**config.mk**
```make
export PLATFORM = sky130hd
export DESIGN_NAME = cfgbus_blkreg_slave
export DESIGN_NICKNAME = d
export VERILOG_FILES = /design/src/rtl/cbr_pkg.sv /design/src/rtl/cbr_seq.sv /design/src/rtl/cbr_bank.sv /design/src/rtl/cbr_rdsel.sv /design/src/rtl/cfgbus_blkreg_slave.sv
export SDC_FILE = /design/constraint.sdc
export NUM_CORES = 1
export LEC_CHECK = 0
export CAP_MARGIN = 10
export CORE_ASPECT_RATIO = 1.4
export CORE_MARGIN = 2
export CORE_UTILIZATION = 38
export DETAILED_ROUTE_END_ITERATION = 8
export PLACE_DENSITY_LB_ADDON = 0.05
export REMOVE_ABC_BUFFERS = 1
export SLEW_MARGIN = 30
export SYNTH_ARGS = -nofsm -noshare
export SYNTH_HDL_FRONTEND = slang
export SYNTH_SLANG_ARGS = --single-unit
```
**constraint.sdc**
```tcl
create_clock -name clk -period 1.95 [get_ports clk]
set_input_delay 0.39 -clock clk [delete_from_list [all_inputs] [get_ports clk]]
set_output_delay 0.39 -clock clk [all_outputs]
set_load 0.02 [all_outputs]
```
**src/rtl/cbr_pkg.sv**
```systemverilog
// Shared constants, phase encoding and reset values for the block-write
// configuration slave. Assumes a bank of 21 byte-wide registers.
package cbr_pkg;
    localparam int NREG     = 21;
    localparam int BW       = 8;
    localparam int IDXW     = $clog2(NREG + 1);
    localparam int IX_LOCK  = 6;
    localparam int IX_ID    = 7;
    localparam int IX_LEN   = 8;
    localparam int IX_WDOG  = 9;
    localparam int IX_PAIR0 = 11;    // pairs occupy IX_PAIR0 .. IX_PAIR0+NPAIRREG-1
    localparam int NPAIRREG = 4;
    localparam logic [2:0] VENDOR_ID = 3'b001;

    typedef enum logic [2:0] {
        PH_IDLE, PH_ADDR, PH_HDR0, PH_HDR1, PH_WDATA, PH_RDATA, PH_SKIP
    } phase_t;

    // Power-on value of a writable register.
    function automatic logic [BW-1:0] rst_val(input int idx);
        case (idx)
            IX_LEN:  return 8'h08;
            IX_WDOG: return 8'h10;
            default: return '0;
        endcase
    endfunction
endpackage

```
**src/rtl/cbr_seq.sv**
```systemverilog
// Transaction sequencer: tracks the phase of the current transfer from the
// engine's events, decides acknowledges, produces write strobes and walks
// the read pointer. Assumes at most one event per cycle from the engine.
module cbr_seq
    import cbr_pkg::*;
#(
    parameter logic [6:0] DEV_ADDR = 7'h69
) (
    input  logic            clk,
    input  logic            rst_n,
    input  logic            ev_start_i,
    input  logic            ev_stop_i,
    input  logic            rx_valid_i,
    input  logic [BW-1:0]   rx_byte_i,
    input  logic            tx_req_i,
    input  logic            mack_valid_i,
    input  logic            mack_i,
    input  logic [BW-1:0]   rd_byte_i,
    output logic            ack_valid_o,
    output logic            ack_o,
    output logic            tx_valid_o,
    output logic [BW-1:0]   tx_byte_o,
    output logic            wr_en_o,
    output logic [IDXW-1:0] wr_idx_o,
    output logic            rd_first_o,
    output logic [IDXW-1:0] rd_idx_o
);
    localparam logic [IDXW-1:0] WR_END  = IDXW'(NREG);
    localparam logic [IDXW-1:0] RD_LAST = IDXW'(NREG - 1);

    phase_t phase_q;

    // Write strobe for the current data byte while the pointer is in the bank.
    assign wr_en_o = rx_valid_i && !ev_start_i && !ev_stop_i &&
                     (phase_q == PH_WDATA) && (wr_idx_o != WR_END);

    // Phase, pointer, acknowledge and transmit-byte registers.
    always_ff @(posedge clk) begin
        if (!rst_n) begin
            phase_q     <= PH_IDLE;
            ack_valid_o <= 1'b0;
            ack_o       <= 1'b0;
            tx_valid_o  <= 1'b0;
            tx_byte_o   <= '1;
            wr_idx_o    <= '0;
            rd_first_o  <= 1'b0;
            rd_idx_o    <= '0;
        end else begin
            ack_valid_o <= 1'b0;
            tx_valid_o  <= 1'b0;
            if (ev_start_i) begin
                phase_q <= PH_ADDR;
            end else if (ev_stop_i) begin
                phase_q <= PH_IDLE;
            end else if (rx_valid_i) begin
                ack_valid_o <= 1'b1;
                ack_o       <= 1'b0;
                case (phase_q)
                    PH_ADDR: begin
                        if (rx_byte_i[7:1] == DEV_ADDR) begin
                            ack_o <= 1'b1;
                            if (rx_byte_i[0]) begin
                                phase_q    <= PH_RDATA;
                                rd_first_o <= 1'b1;
                                rd_idx_o   <= '0;
                            end else begin
                                phase_q <= PH_HDR0;
                            end
                        end else begin
                            phase_q <= PH_SKIP;
                        end
                    end
                    PH_HDR0: begin
                        ack_o   <= 1'b1;
                        phase_q <= PH_HDR1;
                    end
                    PH_HDR1: begin
                        ack_o    <= 1'b1;
                        phase_q  <= PH_WDATA;
                        wr_idx_o <= '0;
                    end
                    PH_WDATA: begin
                        ack_o <= 1'b1;
                        if (wr_idx_o != WR_END) wr_idx_o <= wr_idx_o + 1'b1;
                    end
                    default: ack_o <= 1'b0;
                endcase
            end else if (tx_req_i) begin
                tx_valid_o <= 1'b1;
                if (phase_q == PH_RDATA) begin
                    tx_byte_o <= rd_byte_i;
                    if (rd_first_o)                rd_first_o <= 1'b0;
                    else if (rd_idx_o != RD_LAST)  rd_idx_o   <= rd_idx_o + 1'b1;
                end else begin
                    tx_byte_o <= '1;
                end
            end else if (mack_valid_i && !mack_i && phase_q == PH_RDATA) begin
                phase_q <= PH_SKIP;
            end
        end
    end
endmodule

```
**src/rtl/cbr_bank.sv**
```systemverilog
// Register bank: plain, locked, read-only, non-zero-only and paired
// registers. Paired writes are staged and committed on stop when both
// halves of a pair were written since the last start.
module cbr_bank
    import cbr_pkg::*;
#(
    parameter logic [4:0]    REV_ID   = 5'h05,
    parameter logic [BW-1:0] LOCK_VAL = 8'h06
) (
    input  logic              clk,
    input  logic              rst_n,
    input  logic              wr_en_i,
    input  logic [IDXW-1:0]   wr_idx_i,
    input  logic [BW-1:0]     wr_data_i,
    input  logic              stage_clr_i,
    input  logic              commit_i,
    output logic [NREG*BW-1:0] bank_o
);
    logic [NPAIRREG-1:0] seen;

    for (genvar g = 0; g < NREG; g++) begin : g_reg
        localparam logic [IDXW-1:0] MYIDX = IDXW'(g);
        if (g == IX_LOCK) begin : g_lock
            assign bank_o[g*BW +: BW] = LOCK_VAL;
        end else if (g == IX_ID) begin : g_id
            assign bank_o[g*BW +: BW] = {VENDOR_ID, REV_ID};
        end else if (g == IX_LEN) begin : g_len
            logic [BW-1:0] q;
            // Length register: keep old value when a zero is written.
            always_ff @(posedge clk) begin
                if (!rst_n)                                         q <= rst_val(g);
                else if (wr_en_i && wr_idx_i == MYIDX && wr_data_i != '0) q <= wr_data_i;
            end
            assign bank_o[g*BW +: BW] = q;
        end else if (g >= IX_PAIR0 && g < IX_PAIR0 + NPAIRREG) begin : g_pair
            localparam int SLOT = g - IX_PAIR0;
            localparam int MATE = SLOT ^ 1;
            logic [BW-1:0] live_q, shad_q;
            logic          seen_q;
            // Paired register: stage on write, commit on stop when both seen.
            always_ff @(posedge clk) begin
                if (!rst_n) begin
                    live_q <= rst_val(g);
                    shad_q <= '0;
                    seen_q <= 1'b0;
                end else if (stage_clr_i) begin
                    seen_q <= 1'b0;
                end else if (commit_i) begin
                    seen_q <= 1'b0;
                    if (seen_q && seen[MATE]) live_q <= shad_q;
                end else if (wr_en_i && wr_idx_i == MYIDX) begin
                    shad_q <= wr_data_i;
                    seen_q <= 1'b1;
                end
            end
            assign seen[SLOT]          = seen_q;
            assign bank_o[g*BW +: BW]  = live_q;
        end else begin : g_plain
            logic [BW-1:0] q;
            // Plain register: take every write addressed to it.
            always_ff @(posedge clk) begin
                if (!rst_n)                             q <= rst_val(g);
                else if (wr_en_i && wr_idx_i == MYIDX)  q <= wr_data_i;
            end
            assign bank_o[g*BW +: BW] = q;
        end
    end
endmodule

```
**src/rtl/cbr_rdsel.sv**
```systemverilog
// Read-data select: the count byte first, then the register at the read
// pointer. Assumes the pointer never exceeds the last register.
module cbr_rdsel
    import cbr_pkg::*;
(
    input  logic [NREG*BW-1:0] bank_i,
    input  logic               first_i,
    input  logic [IDXW-1:0]    idx_i,
    output logic [BW-1:0]      byte_o
);
    // Pick count or indexed register.
    always_comb begin
        if (first_i) byte_o = bank_i[IX_LEN*BW +: BW];
        else         byte_o = bank_i[int'(idx_i)*BW +: BW];
    end
endmodule

```
**src/rtl/cfgbus_blkreg_slave.sv**
```systemverilog
// Top of the block-write configuration slave. Sits behind a bit-level
// serial engine; assumes one-cycle event pulses, at most one per cycle.
module cfgbus_blkreg_slave
    import cbr_pkg::*;
#(
    parameter logic [6:0]    DEV_ADDR = 7'h69,
    parameter logic [4:0]    REV_ID   = 5'h05,
    parameter logic [BW-1:0] LOCK_VAL = 8'h06
) (
    input  logic               clk,
    input  logic               rst_n,
    input  logic               ev_start_i,
    input  logic               ev_stop_i,
    input  logic               rx_valid_i,
    input  logic [7:0]         rx_byte_i,
    output logic               ack_valid_o,
    output logic               ack_o,
    input  logic               tx_req_i,
    output logic               tx_valid_o,
    output logic [7:0]         tx_byte_o,
    input  logic               mack_valid_i,
    input  logic               mack_i,
    output logic [NREG*BW-1:0] cfg_o
);
    logic            wr_en, rd_first;
    logic [IDXW-1:0] wr_idx, rd_idx;
    logic [BW-1:0]   rd_byte;

    cbr_seq #(.DEV_ADDR(DEV_ADDR)) seq_i (
        .clk(clk), .rst_n(rst_n),
        .ev_start_i(ev_start_i), .ev_stop_i(ev_stop_i),
        .rx_valid_i(rx_valid_i), .rx_byte_i(rx_byte_i),
        .tx_req_i(tx_req_i), .mack_valid_i(mack_valid_i), .mack_i(mack_i),
        .rd_byte_i(rd_byte),
        .ack_valid_o(ack_valid_o), .ack_o(ack_o),
        .tx_valid_o(tx_valid_o), .tx_byte_o(tx_byte_o),
        .wr_en_o(wr_en), .wr_idx_o(wr_idx),
        .rd_first_o(rd_first), .rd_idx_o(rd_idx)
    );

    cbr_bank #(.REV_ID(REV_ID), .LOCK_VAL(LOCK_VAL)) bank_i (
        .clk(clk), .rst_n(rst_n),
        .wr_en_i(wr_en), .wr_idx_i(wr_idx), .wr_data_i(rx_byte_i),
        .stage_clr_i(ev_start_i), .commit_i(ev_stop_i),
        .bank_o(cfg_o)
    );

    cbr_rdsel rdsel_i (
        .bank_i(cfg_o), .first_i(rd_first), .idx_i(rd_idx), .byte_o(rd_byte)
    );
endmodule

```
==> results.yml <==
route:
  totalWireLength_mm: 35.72
  wl_per_cell_um: 20.85
  ant_nets: 0
  drcViolationCount: 0
  vias: 9058
  routed_via_density: 5.288
  drtIter0Drc: 474
  firstDrtPassIters: 5
logic_synthesis:
  synth_edf_count: 0
  netlist_instances: 1128
  ys_seq_elements: 213
  post_synth_num_cell_types: 66
  yosys_warnings: 0
  seq_area_frac_synth_pct: 42.67
  synth_ff_type: "dfxtp_1"
  synth_area_per_cell_um2: 8.859
  syn-cell-area_um2: 9993
  async_flop_share_pct: 0
sta:
  skew_ns: 0.02258
  maxSlewHeadroom_pct: 63.98
  min_period_ns: 1.915
  hold_violations: 0
  drv_slew: 0
  timing.final.crit_share_pct: 98.22
  finalSetupTns_ns: 0
  fmax_mhz: 522.1
  max_slew.worst_pin.slew_ns: 0.5328
  setup_violations: 0
clock_tree:
  clkTransAtPathRegs_ns: 0.06
  cts_root_buf: "clkbuf_16"
  cts_tree: "done"
  insertion_delay_ns: 0.52
  clock-sinks: 213
  htree_levels: 1
  clk_path_buf_depth: 3
  cts_made_buffers: 23
placement:
  gp_congestion: 0.8578
  place_area_um2: 12980
  io_buffers: 178
  hpwl_mm: 25.46
  dp_cells: 1671
setup_path:
  path_class: "reg -> out"
  crit_arrival_ns: 1.53
  r2r-start: "seq_i.rd_idx_o[0]"
  cp.required_ns: 1.56
  regToRegSetupSlack_ns: 0.05
  cp.buffers_inverters: 1
  start_kind: "flip-flop"
  ff2ff_path_depth: 5
  path_delay_family: "buffers and inverters"
  path_cells: "clkdlybuf4s50_1"
  critPathMaxStageDelay_ns: 0.63
  cp_max_fo: 3
  r2r-end: "seq_i.tx_byte_o[0]"
  end_kind: "output port"
  crit_slowest_cell: "clkdlybuf4s50_1"
global_routing:
  track_usage_pct: 25.24
  grt_pass1_vias: 8777
  grt_pass1_wl_mm: 53.40
  antenna_found_initial: 0
  grt_max_degree: 71
  overflow: 0
die:
  core-area_um2: 26010
  die_area_um2: 27630
  pin_count: 195
  start_util_pct: 38.42
  rows: 70
  die_height_um: 195.9
  fp.dieW_um: 141.1
hold_path:
  worstHoldEndpoint: "bank_i.g_reg[8].g_len.q[3]"
  hp-start: "rst_n"
  min_path_cells: 3
  hp-class: "in -> reg"
final_layout:
  syn2layout_area_growth_pct: 38.56
  drive_gt1_share_pct: 15.84
  insertedDiodeCount: 0
  layout_commonest_cell: "nand2_1"
  nNetsFinal: 1396
  stdcell_count: 1713
  design_area_um2: 13850
  final_core_util_pct: 53.23
  final_cell_mix: "nand2_1 (251), dfxtp_1 (211), a21boi_0 (133), clkdlybuf4s50_1 (128), buf_4 (117)"
outcome:
  status: "complete, no violations"
pwr:
  vdd_ir_drop_max_mv: 0.7499
  leakage_uw: 0.005514
  power_uw: 8930
  p_per_area_nw_per_um2: 644.9
flow_run:
  cap_violations: 0
## report_power, final
part / switching, uW / leakage, uW / internal (uW) / total [uW]
clock: 1860 / 0.000341 / 2310 / 4170
combinational: 246 / 0.00346 / 156 / 402
sequential: 5.66 / 0.00172 / 4350 / 4360
## worst register-to-register path, stage by stage (launching register included)
cell and delay, ns:
dfxtp_4 0.41, buf_4 0.19, mux4_2 0.52, o22ai_1 0.30, nor3_1 0.08, a211o_1 0.29
## sequential cells by signal, indices dropped and copies added (netlist names), 3 cells and up
| name | flops |
|---|---|
| bank_i.g.g_pair.live_q | 32 |
| seq_i.tx_byte_o | 8 |
| seq_i.wr_idx_o | 5 |
| seq_i.rd_idx_o | 5 |
| bank_i.g.g_pair.shad_q | 32 |
| bank_i.g.g_len.q | 8 |
| bank_i.g.g_pair.seen_q | 4 |
| bank_i.g.g_plain.q | 112 |
| seq_i.phase_q | 3 |
## cell usage after synthesis (4+ instances only)
library cell	count	area share [%]
nand2_1	251	9.4
dfxtp_1	213	43
a21boi_0	137	10
mux2i_1	80	8.0
clkbuf_1	64	2.4
nand3_1	60	3.0
nor2b_1	60	3.8
buf_2	27	1.4
nor2_1	26	0.98
mux4_2	17	3.8
buf_4	16	1.2
o21ai_0	16	0.80
a21oi_1	12	0.60
and3_1	11	0.69
nand4_1	10	0.63
o22ai_1	10	0.63
a211oi_1	7	0.53
ha_1	7	0.88
inv_1	7	0.26
o21a_1	6	0.45
and2_1	5	0.31
a31oi_1	4	0.25
and4_1	4	0.35
mux2_2	4	0.45
nand3_2	4	0.40
nor3_1	4	0.20
xnor2_1	4	0.35
## metrics by stage
step           hold WS, ns  setup slack [ns]
2_1_floorplan       0.4412            -1.049
3_3_place_gp        0.4497           -0.6273
3_5_place_dp        0.4545           -0.6006
4_1_cts             0.3500          0.001612
5_1_grt             0.3576        -0.0008386
6_report            0.3602           0.03475
## cell type report
cell class,instances,area [um2]
fillers,2468,12170
flip-flops and latches,213,4272
clock inverters,9,61.31
repair buffers,315,3099
multi-input cells,813,5344
inverters,7,26.28
clock buffers,32,639.4
well taps,324,405.4
## what timing repair did
action | in CTS | in global routing
resized for setup | 26 | 50
endpoints found under the setup margin | 35 | 163
buffers inserted | 0 | 1
pin swaps | 0 | 1
hold buffers | 0 | 0
## routing by layer
layer,track usage (%),up-vias,routed length (um)
met2,44.10,262,17910
met4,8.370,0,965
met5,0,-,0
met1,32.43,4383,15290
met3,2.831,50,1556
li1,-,4363,-
## cells by family (layout without fill, tap and decap cells)
| kind of cell | count (synthesis) | after routing | share of synthesized area (%) |
|---|---|---|---|
| multiplexers | 101 | 101 | 12.29 |
| adder cells (fa/ha/maj) | 7 | 7 | 0.8764 |
| buffers and inverters | 116 | 363 | 5.296 |
| AND/OR/NAND/NOR | 464 | 464 | 22.34 |
| other | 2 | 16 | 0.07515 |
| flip-flops | 213 | 213 | 42.67 |
| AO/OA/AOI/OAI | 218 | 218 | 15.84 |
| XOR/XNOR | 7 | 7 | 0.6135 |
## worst max-delay path by stage
stage	cells past startpoint	start	slack [ns]	endpoint
2_1_floorplan	7	seq_i.rd_idx_o[1]	-1.05	seq_i.rd_idx_o[3]
3_3_place_gp	6	rx_byte_i[0]	-0.63	bank_i.g_reg[8].g_len.q[3]
3_5_place_dp	6	rx_byte_i[0]	-0.60	bank_i.g_reg[8].g_len.q[3]
4_1_cts	6	rx_byte_i[0]	0.002	bank_i.g_reg[8].g_len.q[3]
5_1_grt	1	bank_i.g_reg[20].g_plain.q[1]	-0.0008	cfg_o[161]
6_report	1	bank_i.g_reg[2].g_plain.q[5]	0.03	cfg_o[21]
(Power assumes the default switching activity.)
